[config.mk]
export PLATFORM = sky130hd
export DESIGN_NAME = assoc_read_cache
export DESIGN_NICKNAME = d
export VERILOG_FILES = /design/src/rtl/rcache_pkg.sv /design/src/rtl/rcache_backing.sv /design/src/rtl/rcache_store.sv /design/src/rtl/assoc_read_cache.sv
export SDC_FILE = /design/constraint.sdc
export NUM_CORES = 1
export LEC_CHECK = 0
export ABC_AREA = 0
export CAP_MARGIN = 20
export CORE_UTILIZATION = 50
export DETAILED_ROUTE_END_ITERATION = 10
export PLACE_DENSITY = 0.79
export SLEW_MARGIN = 0
export SYNTH_ARGS = -nofsm -noshare
export SYNTH_HDL_FRONTEND = slang
export SYNTH_SLANG_ARGS = --single-unit
[constraint.sdc]
create_clock -name clk -period 3.4 [get_ports clk]
set_input_delay 0.68 -clock clk [delete_from_list [all_inputs] [get_ports clk]]
set_output_delay 0.68 -clock clk [all_outputs]
set_load 0.1 [all_outputs]
[src/rtl/rcache_pkg.sv]
package rcache_pkg;

    typedef enum logic [1:0] {
        ST_IDLE,
        ST_LOOKUP,
        ST_FILL,
        ST_RESP
    } cstate_t;

    // Backing memory contents: low byte of 100 + 10*i
    function automatic logic [7:0] backing_byte(input int unsigned a);
        return 8'((100 + 10 * a) % 256);
    endfunction

endpackage

[src/rtl/rcache_backing.sv]
module rcache_backing #(
    parameter int ADDR_W    = 5,
    parameter int BLK_BYTES = 2,
    localparam int OFF_W    = $clog2(BLK_BYTES),
    localparam int BLK_AW   = ADDR_W - OFF_W,
    localparam int LINE_W   = 8 * BLK_BYTES
) (
    input  logic [BLK_AW-1:0] blk_addr,
    output logic [LINE_W-1:0] line
);
    import rcache_pkg::*;

    for (genvar b = 0; b < BLK_BYTES; b++) begin : g_byte
        assign line[b*8 +: 8] = backing_byte((32'(blk_addr) << OFF_W) + 32'(b));
    end

endmodule

[src/rtl/rcache_store.sv]
module rcache_store #(
    parameter int LINES  = 4,
    parameter int WAYS   = 2,
    parameter int TAG_W  = 3,
    parameter int LINE_W = 16,
    localparam int SETS    = LINES / WAYS,
    localparam int SET_W   = (SETS > 1) ? $clog2(SETS) : 1,
    localparam int WAY_W   = (WAYS > 1) ? $clog2(WAYS) : 1,
    localparam int AGE_W   = WAY_W,
    localparam int LINE_IW = (LINES > 1) ? $clog2(LINES) : 1
) (
    input  logic              clk,
    input  logic              rst_n,
    input  logic [SET_W-1:0]  set_idx,
    input  logic [TAG_W-1:0]  look_tag,
    output logic              hit,
    output logic [WAY_W-1:0]  hit_way,
    output logic [LINE_W-1:0] rd_line,
    output logic [WAY_W-1:0]  victim_way,
    input  logic              touch_en,
    input  logic [WAY_W-1:0]  touch_way,
    input  logic              fill_we,
    input  logic [TAG_W-1:0]  fill_tag,
    input  logic [LINE_W-1:0] fill_line
);

    logic [LINES-1:0]             valid_q;
    logic [LINES-1:0][TAG_W-1:0]  tag_q;
    logic [LINES-1:0][LINE_W-1:0] data_q;
    logic [LINES-1:0][AGE_W-1:0]  age_q;

    logic [WAYS-1:0] way_hit;
    logic [WAYS-1:0] way_inv;
    logic            vic_found;
    logic [AGE_W-1:0] t_age;

    function automatic logic [LINE_IW-1:0] lidx(input logic [SET_W-1:0] s, input int w);
        return LINE_IW'(32'(s) * WAYS + w);
    endfunction

    // Tag compare across the ways of the addressed set
    always_comb begin
        way_hit = '0;
        way_inv = '0;
        hit_way = '0;
        rd_line = '0;
        for (int w = 0; w < WAYS; w++) begin
            way_inv[w] = !valid_q[lidx(set_idx, w)];
            way_hit[w] = valid_q[lidx(set_idx, w)] && (tag_q[lidx(set_idx, w)] == look_tag);
            if (way_hit[w]) begin
                hit_way = WAY_W'(w);
                rd_line = data_q[lidx(set_idx, w)];
            end
        end
    end
    assign hit = |way_hit;

    // Victim: lowest invalid way first, else the oldest way
    always_comb begin
        victim_way = '0;
        vic_found  = 1'b0;
        for (int w = 0; w < WAYS; w++) begin
            if (way_inv[w] && !vic_found) begin
                victim_way = WAY_W'(w);
                vic_found  = 1'b1;
            end
        end
        if (!vic_found) begin
            for (int w = 0; w < WAYS; w++) begin
                if (age_q[lidx(set_idx, w)] == AGE_W'(WAYS - 1)) begin
                    victim_way = WAY_W'(w);
                end
            end
        end
    end

    assign t_age = age_q[lidx(set_idx, int'(touch_way))];

    always_ff @(posedge clk) begin
        if (!rst_n) begin
            valid_q <= '0;
            tag_q   <= '0;
            data_q  <= '0;
            for (int l = 0; l < LINES; l++) begin
                age_q[l] <= AGE_W'(l % WAYS);
            end
        end else begin
            if (touch_en) begin
                for (int w = 0; w < WAYS; w++) begin
                    if (WAY_W'(w) == touch_way) begin
                        age_q[lidx(set_idx, w)] <= '0;
                    end else if (age_q[lidx(set_idx, w)] < t_age) begin
                        age_q[lidx(set_idx, w)] <= age_q[lidx(set_idx, w)] + 1'b1;
                    end
                end
            end
            if (fill_we) begin
                valid_q[lidx(set_idx, int'(touch_way))] <= 1'b1;
                tag_q[lidx(set_idx, int'(touch_way))]   <= fill_tag;
                data_q[lidx(set_idx, int'(touch_way))]  <= fill_line;
            end
        end
    end

    // a tag appears in at most one way of a set
    a_r2_unique_tag: assert property (@(posedge clk) disable iff (!rst_n)
        $onehot0(way_hit));

    // stored data only moves on a fill
    a_r11_data_hold: assert property (@(posedge clk) disable iff (!rst_n)
        !fill_we |=> $stable(data_q));

    // a fill never passes over an invalid way
    a_r5_invalid_first: assert property (@(posedge clk) disable iff (!rst_n)
        (fill_we && (|way_inv)) |-> !valid_q[lidx(set_idx, int'(touch_way))]);

endmodule

[src/rtl/assoc_read_cache.sv]
module assoc_read_cache #(
    parameter int WAYS       = 2,
    parameter int ADDR_W     = 5,
    parameter int LINES      = 4,
    parameter int BLK_BYTES  = 2,
    parameter int LOOKUP_CYC = 2,
    parameter int FIRST_CYC  = 50,
    parameter int NEXT_CYC   = 3,
    parameter int CNT_W      = 8
) (
    input  logic              clk,
    input  logic              rst_n,
    input  logic              req_valid,
    input  logic [ADDR_W-1:0] req_addr,
    output logic              rsp_done,
    output logic [7:0]        rsp_data,
    output logic              rsp_hit,
    output logic [CNT_W-1:0]  hit_count,
    output logic [CNT_W-1:0]  miss_count
);
    import rcache_pkg::*;

    localparam int OFF_W    = $clog2(BLK_BYTES);
    localparam int SETS     = LINES / WAYS;
    localparam int IDX_BITS = $clog2(SETS);
    localparam int SET_W    = (SETS > 1) ? IDX_BITS : 1;
    localparam int WAY_W    = (WAYS > 1) ? $clog2(WAYS) : 1;
    localparam int TAG_W    = ADDR_W - OFF_W - IDX_BITS;
    localparam int LINE_W   = 8 * BLK_BYTES;
    localparam int BLK_AW   = ADDR_W - OFF_W;
    localparam int FILL_CYC = FIRST_CYC + NEXT_CYC * (BLK_BYTES - 1);
    localparam int TMR_MAX  = (FILL_CYC > LOOKUP_CYC) ? FILL_CYC : LOOKUP_CYC;
    localparam int TMR_W    = $clog2(TMR_MAX + 1);

    cstate_t state, nxt;

    logic [ADDR_W-1:0] addr_q;
    logic [TMR_W-1:0]  tmr;
    logic [7:0]        res_data_q;
    logic              res_hit_q;
    logic [CNT_W-1:0]  hit_cnt, miss_cnt;

    logic [SET_W-1:0]  set_idx;
    logic [TAG_W-1:0]  look_tag;
    logic [OFF_W-1:0]  offset;
    logic              hit;
    logic [WAY_W-1:0]  hit_way, victim_way;
    logic [LINE_W-1:0] rd_line, fill_line;
    logic              lookup_end, fill_end;
    logic              touch_en, fill_we;
    logic [WAY_W-1:0]  touch_way;

    // Address split
    assign set_idx  = SET_W'((32'(addr_q) >> OFF_W) % SETS);
    assign look_tag = TAG_W'(32'(addr_q) >> (OFF_W + IDX_BITS));
    assign offset   = addr_q[OFF_W-1:0];

    assign lookup_end = (state == ST_LOOKUP) && (tmr == TMR_W'(LOOKUP_CYC - 1));
    assign fill_end   = (state == ST_FILL)   && (tmr == TMR_W'(FILL_CYC - 1));

    assign touch_en  = (lookup_end && hit) || fill_end;
    assign fill_we   = fill_end;
    assign touch_way = fill_end ? victim_way : hit_way;

    rcache_store #(
        .LINES  (LINES),
        .WAYS   (WAYS),
        .TAG_W  (TAG_W),
        .LINE_W (LINE_W)
    ) u_store (
        .clk        (clk),
        .rst_n      (rst_n),
        .set_idx    (set_idx),
        .look_tag   (look_tag),
        .hit        (hit),
        .hit_way    (hit_way),
        .rd_line    (rd_line),
        .victim_way (victim_way),
        .touch_en   (touch_en),
        .touch_way  (touch_way),
        .fill_we    (fill_we),
        .fill_tag   (look_tag),
        .fill_line  (fill_line)
    );

    rcache_backing #(
        .ADDR_W    (ADDR_W),
        .BLK_BYTES (BLK_BYTES)
    ) u_backing (
        .blk_addr (addr_q[ADDR_W-1:OFF_W]),
        .line     (fill_line)
    );

    // State register
    always_ff @(posedge clk) begin
        if (!rst_n) state <= ST_IDLE;
        else        state <= nxt;
    end

    // Next state
    always_comb begin
        nxt = state;
        unique case (state)
            ST_IDLE:   if (req_valid)  nxt = ST_LOOKUP;
            ST_LOOKUP: if (lookup_end) nxt = hit ? ST_RESP : ST_FILL;
            ST_FILL:   if (fill_end)   nxt = ST_RESP;
            ST_RESP:                   nxt = ST_IDLE;
            default:                   nxt = ST_IDLE;
        endcase
    end

    // Datapath: timer, captured address, result, counters
    always_ff @(posedge clk) begin
        if (!rst_n) begin
            addr_q     <= '0;
            tmr        <= '0;
            res_data_q <= '0;
            res_hit_q  <= 1'b0;
            hit_cnt    <= '0;
            miss_cnt   <= '0;
        end else begin
            if (nxt != state) tmr <= '0;
            else              tmr <= tmr + 1'b1;
            if (state == ST_IDLE && req_valid) addr_q <= req_addr;
            if (lookup_end && hit) begin
                res_data_q <= 8'(rd_line >> {offset, 3'b000});
                res_hit_q  <= 1'b1;
                if (hit_cnt != '1) hit_cnt <= hit_cnt + 1'b1;
            end
            if (fill_end) begin
                res_data_q <= 8'(fill_line >> {offset, 3'b000});
                res_hit_q  <= 1'b0;
                if (miss_cnt != '1) miss_cnt <= miss_cnt + 1'b1;
            end
        end
    end

    // Outputs
    always_comb begin
        rsp_done   = (state == ST_RESP);
        rsp_data   = rsp_done ? res_data_q : 8'h00;
        rsp_hit    = rsp_done && res_hit_q;
        hit_count  = hit_cnt;
        miss_count = miss_cnt;
    end

    // done is a single-cycle pulse
    a_r8_done_pulse: assert property (@(posedge clk) disable iff (!rst_n)
        rsp_done |=> !rsp_done);

    // hit counter steps by one (or holds at max) with each hit result
    a_r10_hit_step: assert property (@(posedge clk) disable iff (!rst_n)
        (rsp_done && rsp_hit) |-> ((hit_count == $past(hit_count) + 1'b1) ||
                                   (hit_count == '1 && $past(hit_count) == '1)));

    // miss counter steps by one (or holds at max) with each miss result
    a_r10_miss_step: assert property (@(posedge clk) disable iff (!rst_n)
        (rsp_done && !rsp_hit) |-> ((miss_count == $past(miss_count) + 1'b1) ||
                                    (miss_count == '1 && $past(miss_count) == '1)));

    // counters never go down
    a_r10_monotonic: assert property (@(posedge clk) disable iff (!rst_n)
        1'b1 |=> (hit_count >= $past(hit_count)) && (miss_count >= $past(miss_count)));

    // captured address holds while busy
    a_r9_addr_hold: assert property (@(posedge clk) disable iff (!rst_n)
        (state == ST_LOOKUP || state == ST_FILL) |=> $stable(addr_q));

endmodule

[Yosys cells after proc, flatten, opt, wreduce, memory -nomap -nowiden]
Index checks and enable logic that the tools add are counted.
Storage, ports and cells
  bits of input ports: 8
  output and inout bits: 26
  register bits after elaboration: 122
  word-level logic and storage cells: 134
Cells by class
  add/sub/neg operators: 10
  shift operators: 2
  mux-type cells: 56
  eq/ne operators: 10
  reductions and logical operators: 20
  order comparisons: 8
  bitwise logic cells: 6
  multipliers: 2
Operator list (number)
  16-bit 2-to-1 mux: 6
  64-bit bitwise mux: 1
  16-bit binary-select mux with 2-bit select: 1
  16-bit demux with 2-bit select: 1
  16-bit by 4-bit right shift with 8-bit output: 2
  4-bit 2-to-1 mux: 6
  8-bit 2-to-1 mux: 3
  1-bit 2-to-1 mux: 19
  7-bit by 8-bit adder with 8-bit output, first input constant: 2
  8-bit by 1-bit adder with 8-bit output, second input constant: 2
  8-bit != test, second input constant: 2
  12-bit bitwise mux: 1
  3-bit 2-to-1 mux: 4
  1-bit logical AND: 11
  2-bit by 3-bit < comparator with 1-bit output, second input constant: 3
  4-bit AND: 2
  4-bit bitwise mux: 2
  2-bit case mux with 4 select lines: 1
  3-bit by 6-bit multiplier with 7-bit output, first input constant: 1
  5-bit by 1-bit adder with 6-bit output, second input constant: 1
  6-bit by 1-bit adder with 6-bit output, second input constant: 1
  1-bit binary-select mux with 2-bit select: 3
  3-bit binary-select mux with 2-bit select: 1
  3-bit demux with 2-bit select: 1
  other kinds (25): 37

[Logic depth before layout (Yosys ltp)]
  depth in word-level cells: 21
  gate-level depth with buffers: 10

[Cells and area by module]
From an unflattened synthesis, not the netlist that was laid out.
Second synthesis, totals
  cell total of the unflattened synthesis: 732
  area, all modules: 6439.9 µm²
Modules (own cells, without submodules)
  rcache_store: times used 1, cells an instance 462, area each 4026.4 µm²
  assoc_read_cache: times used 1, cells an instance 231, area each 2073.2 µm²
  rcache_backing: times used 1, cells an instance 39, area each 340.3 µm²

[Worst setup path after synthesis]
OpenSTA, ideal clock, no wires.
  path kind: register to register
  start: reg addr_q[3]
  end: reg res_data_q[6]
  path buffers: 0
  cell stages (with the launch flop): 9
  path slack: 0.990 ns
  setup time: 0.088 ns
  period minus slack after synthesis: 2.410 ns
  data arrival time: 2.322 ns
  path through: dfxtp_1 > ha_1 > ha_1 > fa_1 > a21oi_1 > xnor2_1 > mux2_2 > o21ai_0 > a311oi_2
Between the ends
  word-level cells in the longest chain between the ends: 7
RTL lines
  start: declaration: RTL line assoc_read_cache.sv:37  | logic [ADDR_W-1:0] addr_q;
  start signal: assignment: RTL line assoc_read_cache.sv:124  | if (state == ST_IDLE && req_valid) addr_q <= req_addr;
  branches (longest 7 deep; another with 7-bit by 8-bit adder with 8-bit output)
  end signal: assignment: RTL line assoc_read_cache.sv:126  | res_data_q <= 8'(rd_line >> {offset, 3'b000});
  end signal: assignment: RTL line assoc_read_cache.sv:131  | res_data_q <= 8'(fill_line >> {offset, 3'b000});
  end: declaration: RTL line assoc_read_cache.sv:39  | logic [7:0] res_data_q;
Parallel ways; which one is timed is not known. The select of a mux whose other input is x is not followed.
A chain may end at the register's enable or synchronous reset.

[Worst setup path after layout]
  start: reg addr_q[1]
  end: reg res_data_q[7]
Between the ends
  word-level cells in the longest chain between the ends: 9
RTL lines
  branches (longest 9 deep; another with 7-bit by 8-bit adder with 8-bit output)
Parallel ways; which one is timed is not known. The select of a mux whose other input is x is not followed.

==> results.md <==
* Synth Area in Compound Gates at 16.4%
* Post-synth top flop: dfxtp_1
* Max_slew headroom at between 40 and 50%
* PortBufs at 32
* Skew-Pair Late Insertion Delay at around 370 ps
* Via Count at 4429
* DP Wirelength at about 8800 um
* DRT Wirelength at approximately 13000 um
* Clock Path Buffers at 2
* Vias in the first global route at between 3000 and 4000
* Worst-Margin Slew at 881 ps
* CP Capture Type: register
* Minimum clock period at about 3000 ps
* DP Cell Count at 738
* Fin Clk Skew at between 10 and 15 ps
* Synth cell types at just over 60
* Crit path kind: register to register
* Crit share post-route at between 80% and 90%
* DR DRC count at 0
* Total GRT Usage at about a quarter
* Post-Syn Area per Cell at 8.54 um2
* Status: complete, no violations
* Endpoints failing hold at 0
* #FFs+latches synth at roughly 110
* Antenna violations before repair at 0
* Top Usage Layer GRT: met2
* # IOs at 34
* # nets final at roughly 640
* Grt met1 use at between 30% and 40%
* Unrepaired setup endpoints after global routing: false
* Iter 0 DRT Violations at 380
* ANT nets after route at 0
* Die area at between 10000 and 15000 um2
* Synth warn at 0
* Clock root buffer: clkbuf_8
* Largest family of logic cells by synthesized area: simple AND/OR/NAND/NOR gates
* Congestion Overflow GR at 0
* LEAKAGE at around 2 nW
* Core region area at slightly below 10000 um2
* Max-cap violations at 0
* First drt pass iteration count at 5
* Critical Path RT at between 3000 and 4000 ps
* Vias/cell at 5.87
* Number of antenna diodes at 0
* Met3 global-route usage at approximately 3.3%
* Fillers at 871
* Peak VDD IR at around 0.24 mV
* First-pass GRT wire length at 20200 um
* Post-synthesis sequential area ratio at roughly two fifths
* Final Max Slew Viols at 0
* Synth Area in XOR/XNOR at roughly 4.8%
* Maximum fanout along the worst path at 10
* Worst EP arrival at between 3000 and 4000 ps
* Cts repair resizes at 0
* DR WL/cell at between 15 and 20 um
* Fin cells at 754
* Hold crit path type: register to register
* CTS Hold Bufs at 0
* CTS sink count at roughly 110
* FFs w/ async S/R, synth at 0%
* Cell Pwr Density at roughly 400 nW/um2
* Die Y at roughly 100 um
* Initial Utilization at ~52%
* Largest net degree at the start of global routing at 46
* Adder-Cell Fraction of Synth Area at 3.96%
* Post-synthesis mux area share at about 7.3%
* EDFF count, synth at 0
* P&R area growth vs syn at 10.2%
* Die Span X at approximately 100 um
* H-tree depth at 3
* Post-Syn Instances at ~600
* Max Clk Rate at between 300 and 400 MHz
* Mapped Area at between 5000 and 6000 um2
* Post-CTS Setup Bufs at 0
* Synthesized Nets at 622
* Share of layout cells above drive strength 1 at 12.2%
* RD Place Congestion at 0.933
* Synth Area in Simple Gates at roughly a fifth
* CTS tree: built
* Final setup fails at 0
* Nature of the critical path startpoint: register
* Site Rows at 36
* CTS buffer count at 9
* M2 GR Usage at roughly 39%
* Setup TNS at 0 ps
* Clock slew at reported path FFs at approximately 100 ps
[synth_stat cells, types with 5 or more instances]
cell	count	area, um2
clkbuf_1	27	101
nor2_1	76	285
a211oi_1	15	113
xor2_1	6	52.6
ha_1	13	163
a21oi_1	56	280
and3_1	15	93.8
and2_1	6	37.5
buf_2	5	25.0
dfxtp_1	105	2100
nand3_1	20	100
inv_1	17	63.8
xnor2_1	22	193
nor3_1	10	50.1
o211ai_1	7	52.6
o21ai_0	16	80.1
buf_1	5	18.8
nand2_1	76	285
mux4_2	8	180
a31oi_1	5	31.3
mux2i_1	17	170
[layout make-up]
cell class | count | area [um2] | share of cell area, %
Clock buffer | 12 | 135 | 2.40
Clock inverter | 4 | 30.0 | 0.533
Timing Repair Buffer | 48 | 378 | 6.71
Sequential cell | 105 | 2100 | 37.3
Tap cell | 133 | 166 | 2.95
Multi-Input combinational cell | 434 | 2750 | 48.8
Inverter | 18 | 70.1 | 1.24
[placed cells by master, fill, tap and decap left out, drive strengths merged, types with 11 or more instances in the layout]
master / count
nand2: 76
buf: 41
inv: 18
a211oi: 15
o21ai: 20
and3: 15
nor3: 11
xnor2: 22
ha: 13
a21oi: 57
nor2: 76
dfxtp: 105
mux2i: 17
nand3: 20
clkbuf: 12
[layer usage]
metal | vias up | wire, um
met5 | - | 0
met4 | 0 | 218
met3 | 24 | 925
met2 | 207 | 5900
met1 | 2078 | 5580
li1 | 2120 | -
[path summary, 6_finish.rpt]
kind | startpoint | endpoint | slack [ps] | depth (start not counted)
setup / recovery | addr_q[1]$_SDFFE_PN0P_ | res_data_q[7]$_SDFFE_PN0P_ | 390 | 9
hold / removal | u_store.data_q[37]$_SDFFE_PN0P_ | u_store.data_q[37]$_SDFFE_PN0P_ | 450 | 2
setup reg to reg | addr_q[1]$_SDFFE_PN0P_ | res_data_q[7]$_SDFFE_PN0P_ | 390 | 9
hold reg to reg | u_store.data_q[37]$_SDFFE_PN0P_ | u_store.data_q[37]$_SDFFE_PN0P_ | 450 | 2
[report_power, final]
group	total, W	switching, W	internal [W]
registers	0.00126	0.0000172	0.00124
logic	0.000280	0.000182	0.0000978
clock network	0.000696	0.000428	0.000268
[critical path, cell delays in order, from the launching register on]
cell and delay [ps]:
dfxtp_2 520, ha_1 350, ha_1 280, fa_1 400, xnor2_1 310, nand3_1 140
xnor2_1 520, mux2i_1 190, nand3_1 120, o21ai_1 70
[kinds of logic (layout without fill, tap and decap cells)]
logic type / Yosys count / in the layout
adders and majority gates: 15 / 15
buffers and inverters: 60 / 82
and+or+nand+nor: 233 / 233
muxes: 27 / 27
other: 1 / 1
DFF: 105 / 105
AOI/OAI and AO/OA: 130 / 130
xor gates and xnor gates: 28 / 28
[through the flow]
stage                     setup WS (ps)  util (%)  hold WS [ps]  area, um2  power, W
after floorplan                     990         -           429       5110   0.00149
after global placement              525      55.4           438       5470   0.00156
after detailed placement            449      55.4           442       5470   0.00156
after CTS                           396      57.1           457       5630   0.00224
after global routing                192      57.1           473       5630   0.00232
final                               392      57.1           454       5630   0.00223
[flip-flops by register name, indices dropped and copies added (netlist names)]
signal and flops:
miss_count 8, u_store.tag_q 12, u_store.age_q 4, tmr 6, state 2, res_data_q 7
u_store.valid_q 4, u_store.data_q 48, hit_count 8, res_hit_q 1, addr_q 5
No activity file was read; power rests on OpenSTA's default activity.
